`src/rtl/iars_pkg.sv`:
```
package iars_pkg;
  typedef enum logic [1:0] {
    ACK_IDLE  = 2'd0,
    ACK_QUIET = 2'd1,
    ACK_XFER  = 2'd2
  } ack_state_e;
endpackage

```
`src/rtl/iars_rst_sync.sv`:
```
module iars_rst_sync #(
  parameter int STAGES = 2
) (
  input  logic clk,
  input  logic arst_n,
  output logic srst_n_o
);
  logic [STAGES-1:0] shreg_q;

  always_ff @(posedge clk or negedge arst_n) begin
    if (!arst_n) shreg_q <= '0;
    else         shreg_q <= {shreg_q[STAGES-2:0], 1'b1};
  end

  assign srst_n_o = shreg_q[STAGES-1];
endmodule

```
`src/rtl/iars_req_latch.sv`:
```
module iars_req_latch (
  input  logic clk,
  input  logic rst_n,
  input  logic reset_hit_i,
  input  logic irq_i,
  input  logic take_i,
  output logic request_o
);
  logic pend_q, pend_d;

  always_comb begin
    pend_d = pend_q | irq_i;
    if (take_i)      pend_d = 1'b0;
    if (reset_hit_i) pend_d = 1'b0;
  end

  always_ff @(posedge clk or negedge rst_n) begin
    if (!rst_n) pend_q <= 1'b0;
    else        pend_q <= pend_d;
  end

  assign request_o = pend_q | irq_i;
endmodule

```
`src/rtl/iars_ack_fsm.sv`:
```
module iars_ack_fsm
  import iars_pkg::*;
(
  input  logic clk,
  input  logic rst_n,
  input  logic reset_hit_i,
  input  logic request_i,
  input  logic ready_i,
  output logic ack_o,
  output logic take_o,
  output logic xfer_o
);
  ack_state_e state_q, state_d;
  logic       start;

  assign start = (state_q == ACK_IDLE) && request_i && ready_i && !reset_hit_i;

  always_comb begin
    state_d = state_q;
    unique case (state_q)
      ACK_IDLE:  if (start) state_d = ACK_QUIET;
      ACK_QUIET: state_d = ACK_XFER;
      ACK_XFER:  state_d = ACK_IDLE;
      default:   state_d = ACK_IDLE;
    endcase
    if (reset_hit_i) state_d = ACK_IDLE;
  end

  always_ff @(posedge clk or negedge rst_n) begin
    if (!rst_n) state_q <= ACK_IDLE;
    else        state_q <= state_d;
  end

  assign ack_o  = (state_q != ACK_IDLE);
  assign take_o = start;
  assign xfer_o = (state_q == ACK_XFER) && !reset_hit_i;
endmodule

```
`src/rtl/iars_vec_cap.sv`:
```
module iars_vec_cap #(
  parameter int DATA_W = 8
) (
  input  logic              clk,
  input  logic              rst_n,
  input  logic              xfer_i,
  input  logic [DATA_W-1:0] data_i,
  output logic              valid_o,
  output logic [DATA_W-1:0] byte_o
);
  logic              vld_q;
  logic [DATA_W-1:0] byte_q, byte_d;

  always_comb begin
    byte_d = byte_q;
    if (xfer_i) byte_d = data_i;
  end

  always_ff @(posedge clk or negedge rst_n) begin
    if (!rst_n) begin
      vld_q  <= 1'b0;
      byte_q <= '0;
    end else begin
      vld_q  <= xfer_i;
      byte_q <= byte_d;
    end
  end

  assign valid_o = vld_q;
  assign byte_o  = byte_q;
endmodule

```
`src/rtl/iars_rst_seq.sv`:
```
module iars_rst_seq #(
  parameter int              ADDR_W    = 16,
  parameter logic [ADDR_W-1:0] RESET_VEC = 16'hFFFE
) (
  input  logic              clk,
  input  logic              rst_n,
  input  logic              reset_hit_i,
  output logic              load_o,
  output logic [ADDR_W-1:0] target_o
);
  logic load_q;

  always_ff @(posedge clk or negedge rst_n) begin
    if (!rst_n) load_q <= 1'b0;
    else        load_q <= reset_hit_i;
  end

  assign load_o   = load_q;
  assign target_o = load_q ? RESET_VEC : '0;
endmodule

```
`src/rtl/irq_ack_reset_seq.sv`:
```
module irq_ack_reset_seq #(
  parameter int                DATA_W     = 8,
  parameter int                ADDR_W     = 16,
  parameter logic [ADDR_W-1:0] RESET_VEC  = 16'hFFFE,
  parameter int                SYNC_DEPTH = 2
) (
  input  logic              clk,
  input  logic              rst_n,
  input  logic              reset_pin_i,
  input  logic              irq_i,
  input  logic              core_ready_i,
  input  logic [DATA_W-1:0] io_data_i,
  output logic              ack_o,
  output logic              vec_valid_o,
  output logic [DATA_W-1:0] vec_byte_o,
  output logic              pc_load_o,
  output logic [ADDR_W-1:0] pc_target_o
);
  logic core_rst_n;
  logic request, take, xfer;

  iars_rst_sync #(.STAGES(SYNC_DEPTH)) u_sync (
    .clk      (clk),
    .arst_n   (rst_n),
    .srst_n_o (core_rst_n)
  );

  iars_req_latch u_req (
    .clk         (clk),
    .rst_n       (core_rst_n),
    .reset_hit_i (reset_pin_i),
    .irq_i       (irq_i),
    .take_i      (take),
    .request_o   (request)
  );

  iars_ack_fsm u_fsm (
    .clk         (clk),
    .rst_n       (core_rst_n),
    .reset_hit_i (reset_pin_i),
    .request_i   (request),
    .ready_i     (core_ready_i),
    .ack_o       (ack_o),
    .take_o      (take),
    .xfer_o      (xfer)
  );

  iars_vec_cap #(.DATA_W(DATA_W)) u_cap (
    .clk     (clk),
    .rst_n   (core_rst_n),
    .xfer_i  (xfer),
    .data_i  (io_data_i),
    .valid_o (vec_valid_o),
    .byte_o  (vec_byte_o)
  );

  iars_rst_seq #(.ADDR_W(ADDR_W), .RESET_VEC(RESET_VEC)) u_rst (
    .clk         (clk),
    .rst_n       (core_rst_n),
    .reset_hit_i (reset_pin_i),
    .load_o      (pc_load_o),
    .target_o    (pc_target_o)
  );
endmodule

```
`config.mk`:
```
export PLATFORM = sky130hd
export DESIGN_NAME = irq_ack_reset_seq
export DESIGN_NICKNAME = d
export VERILOG_FILES = /design/src/rtl/iars_pkg.sv /design/src/rtl/iars_rst_sync.sv /design/src/rtl/iars_req_latch.sv /design/src/rtl/iars_ack_fsm.sv /design/src/rtl/iars_vec_cap.sv /design/src/rtl/iars_rst_seq.sv /design/src/rtl/irq_ack_reset_seq.sv
export SDC_FILE = /design/constraint.sdc
export NUM_CORES = 1
export LEC_CHECK = 0
export BUFFER_PORTS_ARGS = -buffer_cell sky130_fd_sc_hd__buf_2
export CAP_MARGIN = 15
export CORE_UTILIZATION = 30
export CTS_BUF_LIST = sky130_fd_sc_hd__clkbuf_16
export DETAILED_ROUTE_END_ITERATION = 10
export PLACE_DENSITY_LB_ADDON = 0.25
export SYNTH_ARGS = -nofsm -noshare
export SYNTH_HDL_FRONTEND = slang
export SYNTH_SLANG_ARGS = --single-unit
```
`constraint.sdc`:
```
create_clock -name clk -period 1.8 [get_ports clk]
set_input_delay 0.18 -clock clk [delete_from_list [all_inputs] [get_ports clk]]
set_output_delay 0.18 -clock clk [all_outputs]
set_load 0.02 [all_outputs]
```
# Yosys cells after proc, flatten, opt, wreduce, memory -nomap -nowiden
# Index checks and enable logic that the tools add are counted.
dict set report word_totals {
  out_inout_bits 27
  ff_bits 15
  word_cells 23
  in_bits 13
}
dict set report classes {
  n_bitwise 1
  eq_ne 3
  n_mux 6
  reduce_logical 7
}
# operator count
set op_table {}
lappend op_table {{$mux W16} 1}
lappend op_table {{$logic_and A1 B1 Y1} 4}
lappend op_table {{$mux W2} 2}
lappend op_table {{$pmux W2 S2} 1}
lappend op_table {{$ne A3 B3 Y1 const B} 1}
lappend op_table {{$eq A2 B1 Y1 const B} 1}
lappend op_table {{$eq A2 B2 Y1 const B} 1}
lappend op_table {{$logic_not A2 Y1} 1}
lappend op_table {{$mux W1} 2}
lappend op_table {{$reduce_bool A2 Y1} 1}
lappend op_table {{$logic_not A1 Y1} 1}
lappend op_table {{$or A1 B1 Y1} 1}

# Longest topological paths before layout
# Gate-level depths: netlist (run 1).
dict set report logic_depth {
  depth_word 7
  depth_mapped 3
}

# Modules after synthesis
# A second synthesis (run 1) with hierarchy kept.
dict set report unflattened {
  cells_unflattened 50
  area_unflattened_um2 685.7
}
# module area_per_inst_um2 cells_per_inst n_inst
set by_module_without_submodules {}
lappend by_module_without_submodules {iars_vec_cap 356.6 18 1}
lappend by_module_without_submodules {iars_rst_seq 148.9 18 1}
lappend by_module_without_submodules {iars_ack_fsm 87.6 8 1}
lappend by_module_without_submodules {iars_rst_sync 53.8 3 1}
lappend by_module_without_submodules {iars_req_latch 38.8 3 1}

# Worst setup path before layout (run 1)
# OpenSTA, ideal clock, no wires.
dict set report synth_timing {
  kind {reg2reg}
  from {reg u_fsm.state_q[0]}
  to {reg u_cap.byte_q[0], in the netlist u_cap.byte_o[0]}
  setup_ns 0.125
  stages_incl_launch_ff 4
  n_path_buf 1
  path_slack_ns 0.650
  t_arrival_ns 1.025
  cell_sequence {dfrtp_1 > nor3b_2 > buf_6 > mux2_4}
}
dict set report synth_via {
  elab_chain_cells 2
}
# element line
set synth_rtl {}
lappend synth_rtl {{start: declaration} iars_ack_fsm.sv:13} ;# ack_state_e state_q, state_d;
lappend synth_rtl {{start signal: assignment} iars_ack_fsm.sv:31} ;# else state_q <= state_d;
lappend synth_rtl {{$eq A2 B2 Y1} iars_ack_fsm.sv:36} ;# assign xfer_o = (state_q == ACK_XFER) && !reset_hit_i;
lappend synth_rtl {{$logic_and A1 B1 Y1} iars_ack_fsm.sv:36}
lappend synth_rtl {{net u_cap.xfer_i} iars_vec_cap.sv:6} ;# input logic xfer_i,
lappend synth_rtl {{end signal: assignment} iars_vec_cap.sv:25} ;# byte_q <= byte_d;
lappend synth_rtl {{end: declaration} iars_vec_cap.sv:12} ;# logic [DATA_W-1:0] byte_q, byte_d;
# The timed path passes the listed nets, and every way through them passes these cells.
# A chain may end at the register's enable or synchronous reset.

# Final worst setup path (run 1)
dict set report layout_timing {
  from {reg u_fsm.state_q[0]}
  to {reg u_cap.byte_q[6], in the netlist u_cap.byte_o[6]}
}
dict set report layout_via {
  elab_chain_cells 2
}
# element line
set layout_rtl {}
lappend layout_rtl {{$eq A2 B2 Y1} iars_ack_fsm.sv:36}
lappend layout_rtl {{$logic_and A1 B1 Y1} iars_ack_fsm.sv:36}
# No other way between the ends.

==> results of run 1 <==
cell usage after synthesis:
library cell / n / share of area [%]
buf_4: 16 / 18
dfrtp_1: 15 / 55
mux2_4: 8 / 18
conb_1: 2 / 1.1
inv_1: 2 / 1.1
a21oi_1: 1 / 0.73
buf_6: 1 / 1.6
nor2_1: 1 / 0.55
nor3_1: 1 / 0.73
nor3b_1: 1 / 1.1
nor3b_2: 1 / 1.8
o21bai_1: 1 / 1.1
placed cells by master, fill, tap and decap left out:
master	instances
nor2_1	1
clkbuf_16	3
buf_2	38
a21oi_1	1
clkinv_2	1
conb_1	2
dlygate4sd3_1	1
buf_4	1
dfrtp_1	15
nor3_1	1
nor3b_2	1
inv_1	2
nor3b_1	1
o21bai_1	1
mux2_4	8
sequential cells by signal (all words and copies together) (netlist names):
register / cells
u_cap.byte_o: 8
u_fsm.state_q: 2
u_sync.shreg_q: 2
u_cap.valid_o: 1
u_req.pend_q: 1
u_rst.load_o: 1
logic make-up after synthesis:
logic type,after synthesis
flip-flops,15
multiplexers,8
AND/OR/NAND/NOR,4
buffers and inverters,19
AO/OA/AOI/OAI,2
other,2
final cells by class:
cell class / count / area share, %
Clock buffer: 3 / 8.596
Clock inverter: 1 / 0.5731
Inverter: 2 / 0.8596
Multi-Input combinational cell: 16 / 19.34
Sequential cell: 15 / 42.98
Tap cell: 27 / 3.868
Timing Repair Buffer: 40 / 23.78
stage by stage:
stage / instance area [sq um] / std cells / worst slack [ns] / utilization, %
2_1_floorplan: 683.2 / 50 / 0.6503 / -
3_3_place_gp: 783.3 / 99 / 0.6028 / 38.36
3_5_place_dp: 783.3 / 99 / 0.5824 / 38.36
4_1_cts: 873.3 / 104 / 0.5752 / 42.77
5_1_grt: 873.3 / 104 / 0.5343 / 42.77
6_report: 873.3 / 104 / 0.5878 / 42.77
power groups by stage:
stage / combinational (mW) / clock [mW] / sequential [mW]
finish: 0.270 / 0.417 / 0.432
global route: 0.286 / 0.447 / 0.442
CTS: 0.273 / 0.426 / 0.433
detailed placement: 0.269 / 0 / 0.438
global placement: 0.268 / 0 / 0.439
floorplan: 0.135 / 0 / 0.504
metal layers:
layer	GRT usage, %	wire [microns]
met5	0	0
met4	1.429	0
met3	5.556	94
met2	13.96	455
met1	10.12	447
worst paths after layout:
check / slack [ns] / cells after the start / endpoint
worst max-delay path: 0.59 / 3 / u_cap.byte_o[6]$_DFFE_PN0P_
worst min-delay path: 0.1 / 1 / u_rst.load_o$_DFF_PN0_
worst max register to register: 0.59 / 3 / u_cap.byte_o[6]$_DFFE_PN0P_
worst min register to register: 0.20 / 0 / u_cap.byte_o[5]$_DFFE_PN0P_
max in group asynchronous: 1.25 / 0 / u_fsm.state_q[0]$_DFFE_PN0P_
min in group asynchronous: 0.20 / 0 / u_cap.byte_o[5]$_DFFE_PN0P_
timing repair:
item / in CTS / in global routing
hold buffers: 1 / 0
endpoints found under the hold margin: 2 / 0
setup buffers: 0 / 0
==> impl_metrics.json, run 1 <==
{
  "fillers": 216,
  "areaGrowthSynthToFinish_pct": 27.84,
  "p_comb_share_pct": 24.1,
  "cp.required_ns": 1.92,
  "ff_latch_area_sq_um": 375.4,
  "layout-drive-gt1-share_pct": 67.53,
  "layout_min_cycle_time_ns": 1.212,
  "multi_input_area_sq_um": 168.9,
  "power.internal_mw": 0.8193,
  "swShare_pct": 26.80,
  "p_leak_nw": 0.4818,
  "synth.area.mux_share_pct": 17.58,
  "drtAntennaViolNets": 0,
  "synthesis.instances": 50,
  "die_y_microns": 49.72,
  "cp_cell_sequence": "nor3b_2 > buf_4 > mux2_4",
  "cts.htree.levels": 1,
  "outcome": "finished, final reports clean",
  "power_density_nw_per_um2": 1282,
  "synth_seq_cells": 15,
  "startpoint_type": "register",
  "drt-pass1-iter-count": 2,
  "cts_buffers": 3,
  "num_antenna_cells": 0,
  "synth_compound_area_share_pct": 1.832,
  "gp_congestion": 0.5798,
  "min_path_type": "in2reg",
  "first_iter_violations": 5,
  "seqPwrFrac_pct": 38.6,
  "cts_sinks": 15,
  "place_hpwl_microns": 737.8,
  "viasPerCell": 3.875,
  "crit_buf_inv": 1,
  "power_mw": 1.119,
  "antenna_found_initial": 0,
  "setup_viol": 0,
  "io_buffers": 38,
  "drc": 0,
  "hold_viol": 0,
  "rr_startpoint": "u_fsm.state_q[0]$_DFFE_PN0P_",
  "vdd_ir_drop_max_mv": 1.216,
  "cp.arrival_ns": 1.33,
  "slowest_stage": "dfrtp_1",
  "path_clk_slew_ns": 0.05,
  "setup_tns_ns": 0,
  "cts_root_buffer": "clkbuf_16",
  "wl_per_cell_microns": 9.577,
  "coreArea_sq_um": 2042,
  "grt_pass1_vias": 366,
  "syn_area_per_cell_sq_um": 13.66,
  "cts_buffer_depth": 2,
  "worstMarginPinSlew_ns": 0.5087,
  "ios": 40,
  "rsz0062_at_grt": "false",
  "slew_violations": 0,
  "yosysWarnings": 0,
  "initial_utilization_pct": 33.46,
  "synth.distinct_cells": 12,
  "p_clk_share_pct": 37.3,
  "grt_max_degree": 17,
  "worstSetupPathType": "reg2reg",
  "clk_latency_ns": 0.24,
  "relSlewSlack_pct": 66.09,
  "ys_seq_area_share_pct": 54.95,
  "syn_area_sq_um": 683.2,
  "p_sw_mw": 0.3000,
  "postCtsResizedCells": 0,
  "fmax_mhz": 824.9,
  "maxCapViolations": 0,
  "cp-startpoint": "u_fsm.state_q[0]$_DFFE_PN0P_",
  "grt_overflow": 0,
  "clock_skew_ns": 0.006147,
  "synth_top_family_by_area": "buffers and inverters",
  "synth_xor_area_share_pct": 0,
  "whs_ns": 0.09823,
  "endpoint_kind": "register",
  "grt_use_total_pct": 8.801,
  "die_area_sq_um": 2472,
  "worstHoldStart": "reset_pin_i",
  "num_vias": 403,
  "yosys.area_share.adder_pct": 0,
  "fin_crit_sh_pct": 67.34,
  "nets": 91,
  "crit_family": "flip-flops",
  "path_max_fanout": 9,
  "cts_tree": "yes",
  "wl_microns": 996,
  "yosys.area_share.simple_pct": 4.212,
  "slowest_delay_ns": 0.39,
  "grt_pass1_wl_microns": 1593,
  "row_count": 16,
  "syn_nets": 63,
  "die_x_microns": 49.72
}
Note: power is estimated with default switching activity, not from simulation.
==> run 2: changes to the inputs <==
- clock period: 1.8 -> 1.1 ns (I/O delays scaled with it)
==> impl_metrics.json, run 2 (synthesis gave the netlist of run 1 again) <==
{
  "swShare_pct": 28.08,
  "outcome": "finished with violations",
  "power_mw": 1.889,
  "power.internal_mw": 1.359,
  "nets": 94,
  "worstSetupPathType": "reg2reg",
  "cp.arrival_ns": 1.31,
  "place_hpwl_microns": 832.8,
  "die_x_microns": 49.72,
  "layout_min_cycle_time_ns": 1.179,
  "slowest_delay_ns": 0.38,
  "final_cell_mix": "buf_2 (37), dfrtp_1 (15), mux2_4 (8)",
  "wl_microns": 1114,
  "areaGrowthSynthToFinish_pct": 34.62,
  "rr_worst_depth": 3,
  "crit_family": "flip-flops",
  "setup_tns_ns": -0.6239,
  "drc": 0,
  "clk_latency_ns": 0.25,
  "path_clk_slew_ns": 0.05,
  "worstMarginPinSlew_ns": 0.5201,
  "coreArea_sq_um": 2042,
  "postCtsSetupBuffers": 0,
  "whs_path_depth": 2,
  "vdd_ir_drop_max_mv": 1.098,
  "grt_pass1_vias": 416,
  "seqPwrFrac_pct": 37.7,
  "drt-pass1-iter-count": 2,
  "cp.required_ns": 1.23,
  "min_path_type": "in2reg",
  "power_density_nw_per_um2": 2054,
  "slew_violations": 0,
  "num_vias": 432,
  "slowest_stage": "dfrtp_1",
  "grt_overflow": 0,
  "final_common_cell": "buf_2",
  "drtAntennaViolNets": 0,
  "startpoint_type": "register",
  "die_y_microns": 49.72,
  "path_max_fanout": 9,
  "rr_startpoint": "u_fsm.state_q[0]$_DFFE_PN0P_",
  "setup_slack_ns": -0.07851,
  "cp_cell_sequence": "nor3b_2 > buf_6 > mux2_4",
  "cts_sinks": 15,
  "crit_buf_inv": 1,
  "violations": "negative setup slack",
  "cts_root_buffer": "clkbuf_16",
  "grt_use_total_pct": 10.23,
  "grt_pass1_wl_microns": 1773,
  "worstHoldStart": "core_ready_i",
  "wl_per_cell_microns": 10.41,
  "gp_congestion": 0.6309,
  "fin_crit_sh_pct": 107.1,
  "initial_utilization_pct": 33.46,
  "cts.htree.levels": 1,
  "cts_tree": "yes",
  "cts_buffers": 3,
  "grt_max_degree": 17,
  "layout-drive-gt1-share_pct": 71.25,
  "p_sw_mw": 0.5305,
  "viasPerCell": 4.037,
  "maxCapViolations": 0,
  "cts_buffer_depth": 2,
  "largest_register_ffs": 8,
  "num_antenna_cells": 0,
  "clock_skew_ns": 0.003700,
  "hold_end": "u_req.pend_q$_DFF_PN0_",
  "fmax_mhz": 848.5,
  "rsz0062_at_grt": "true",
  "row_count": 16,
  "antenna_found_initial": 0,
  "die_area_sq_um": 2472,
  "endpoint_kind": "register",
  "io_buffers": 38,
  "hold_viol": 0,
  "setup_viol": 9,
  "ios": 40,
  "rrSetupSlack_ns": -0.08,
  "first_iter_violations": 2,
  "p_comb_share_pct": 24.3,
  "relSlewSlack_pct": 65.32,
  "reg2reg_to": "u_cap.byte_o[4]$_DFFE_PN0P_",
  "p_leak_nw": 0.4967,
  "p_clk_share_pct": 38.0
}
[run 2: worst reg2reg max path, delay by kind of cell, from the launching register on]
kind	cells	cell delay, ns
buffers and inverters	1	0.19
flip-flops	1	0.38
multiplexers	1	0.31
AND/OR/NAND/NOR	1	0.18
[run 2: what timing repair did]
action,CTS,global route
resized for setup,7,0
endpoints found under the setup margin,25,25
hold endpoints to repair,2,0
pin swaps,1,1
hold buffers,1,0
[run 2: layout make-up]
class,instances,area (sq um)
timing repair buffer,43,244.0
sequential,15,375.4
multi-input combinational,16,176.4
tap,27,33.78
clock buffer,3,75.07
inverter,2,7.507
clock inverter,1,7.507
fill,202,1122
[run 2: how the worst max path moves through the flow]
stage / end / depth (start not counted) / slack (ns) / start
6_report: u_cap.byte_o[4]$_DFFE_PN0P_ / 3 / -0.08 / u_fsm.state_q[0]$_DFFE_PN0P_
5_1_grt: u_cap.byte_o[1]$_DFFE_PN0P_ / 3 / -0.13 / u_fsm.state_q[1]$_DFFE_PN0P_
4_1_cts: u_cap.byte_o[4]$_DFFE_PN0P_ / 3 / -0.09 / u_fsm.state_q[0]$_DFFE_PN0P_
3_5_place_dp: u_cap.byte_o[6]$_DFFE_PN0P_ / 3 / -0.09 / u_fsm.state_q[0]$_DFFE_PN0P_
3_3_place_gp: u_cap.byte_o[5]$_DFFE_PN0P_ / 3 / -0.07 / u_fsm.state_q[0]$_DFFE_PN0P_
2_1_floorplan: u_cap.byte_o[0]$_DFFE_PN0P_ / 3 / -0.03 / u_fsm.state_q[0]$_DFFE_PN0P_
[run 2: power groups by stage]
stage	logic (mW)	registers, mW	clock network, mW
3_3_place_gp	0.444	0.718	0
3_5_place_dp	0.452	0.719	0
4_1_cts	0.465	0.716	0.737
6_report	0.459	0.713	0.717
5_1_grt	0.485	0.730	0.761
2_1_floorplan	0.221	0.824	0
[run 2: routing by layer]
metal / vias to the layer above / GRT usage, % / wire [microns]
li1: 200 / - / -
met1: 208 / 9.922 / 397
met2: 22 / 17.79 / 612
met3: 2 / 4.630 / 85
met4: 0 / 5.714 / 20
met5: - / 0 / 0
[run 2: metrics by stage]
stage | utilization (%) | worst slack, ns | hold WS, ns | instances | instance area (sq um)
2_1_floorplan | - | -0.02992 | -0.1856 | 50 | 683.2
3_3_place_gp | 39.46 | -0.06624 | -0.1049 | 102 | 805.8
3_5_place_dp | 39.46 | -0.09282 | -0.1039 | 102 | 805.8
4_1_cts | 45.04 | -0.08923 | 0.04158 | 107 | 919.6
5_1_grt | 45.04 | -0.1347 | 0.04876 | 107 | 919.6
6_report | 45.04 | -0.07851 | 0.04344 | 107 | 919.6
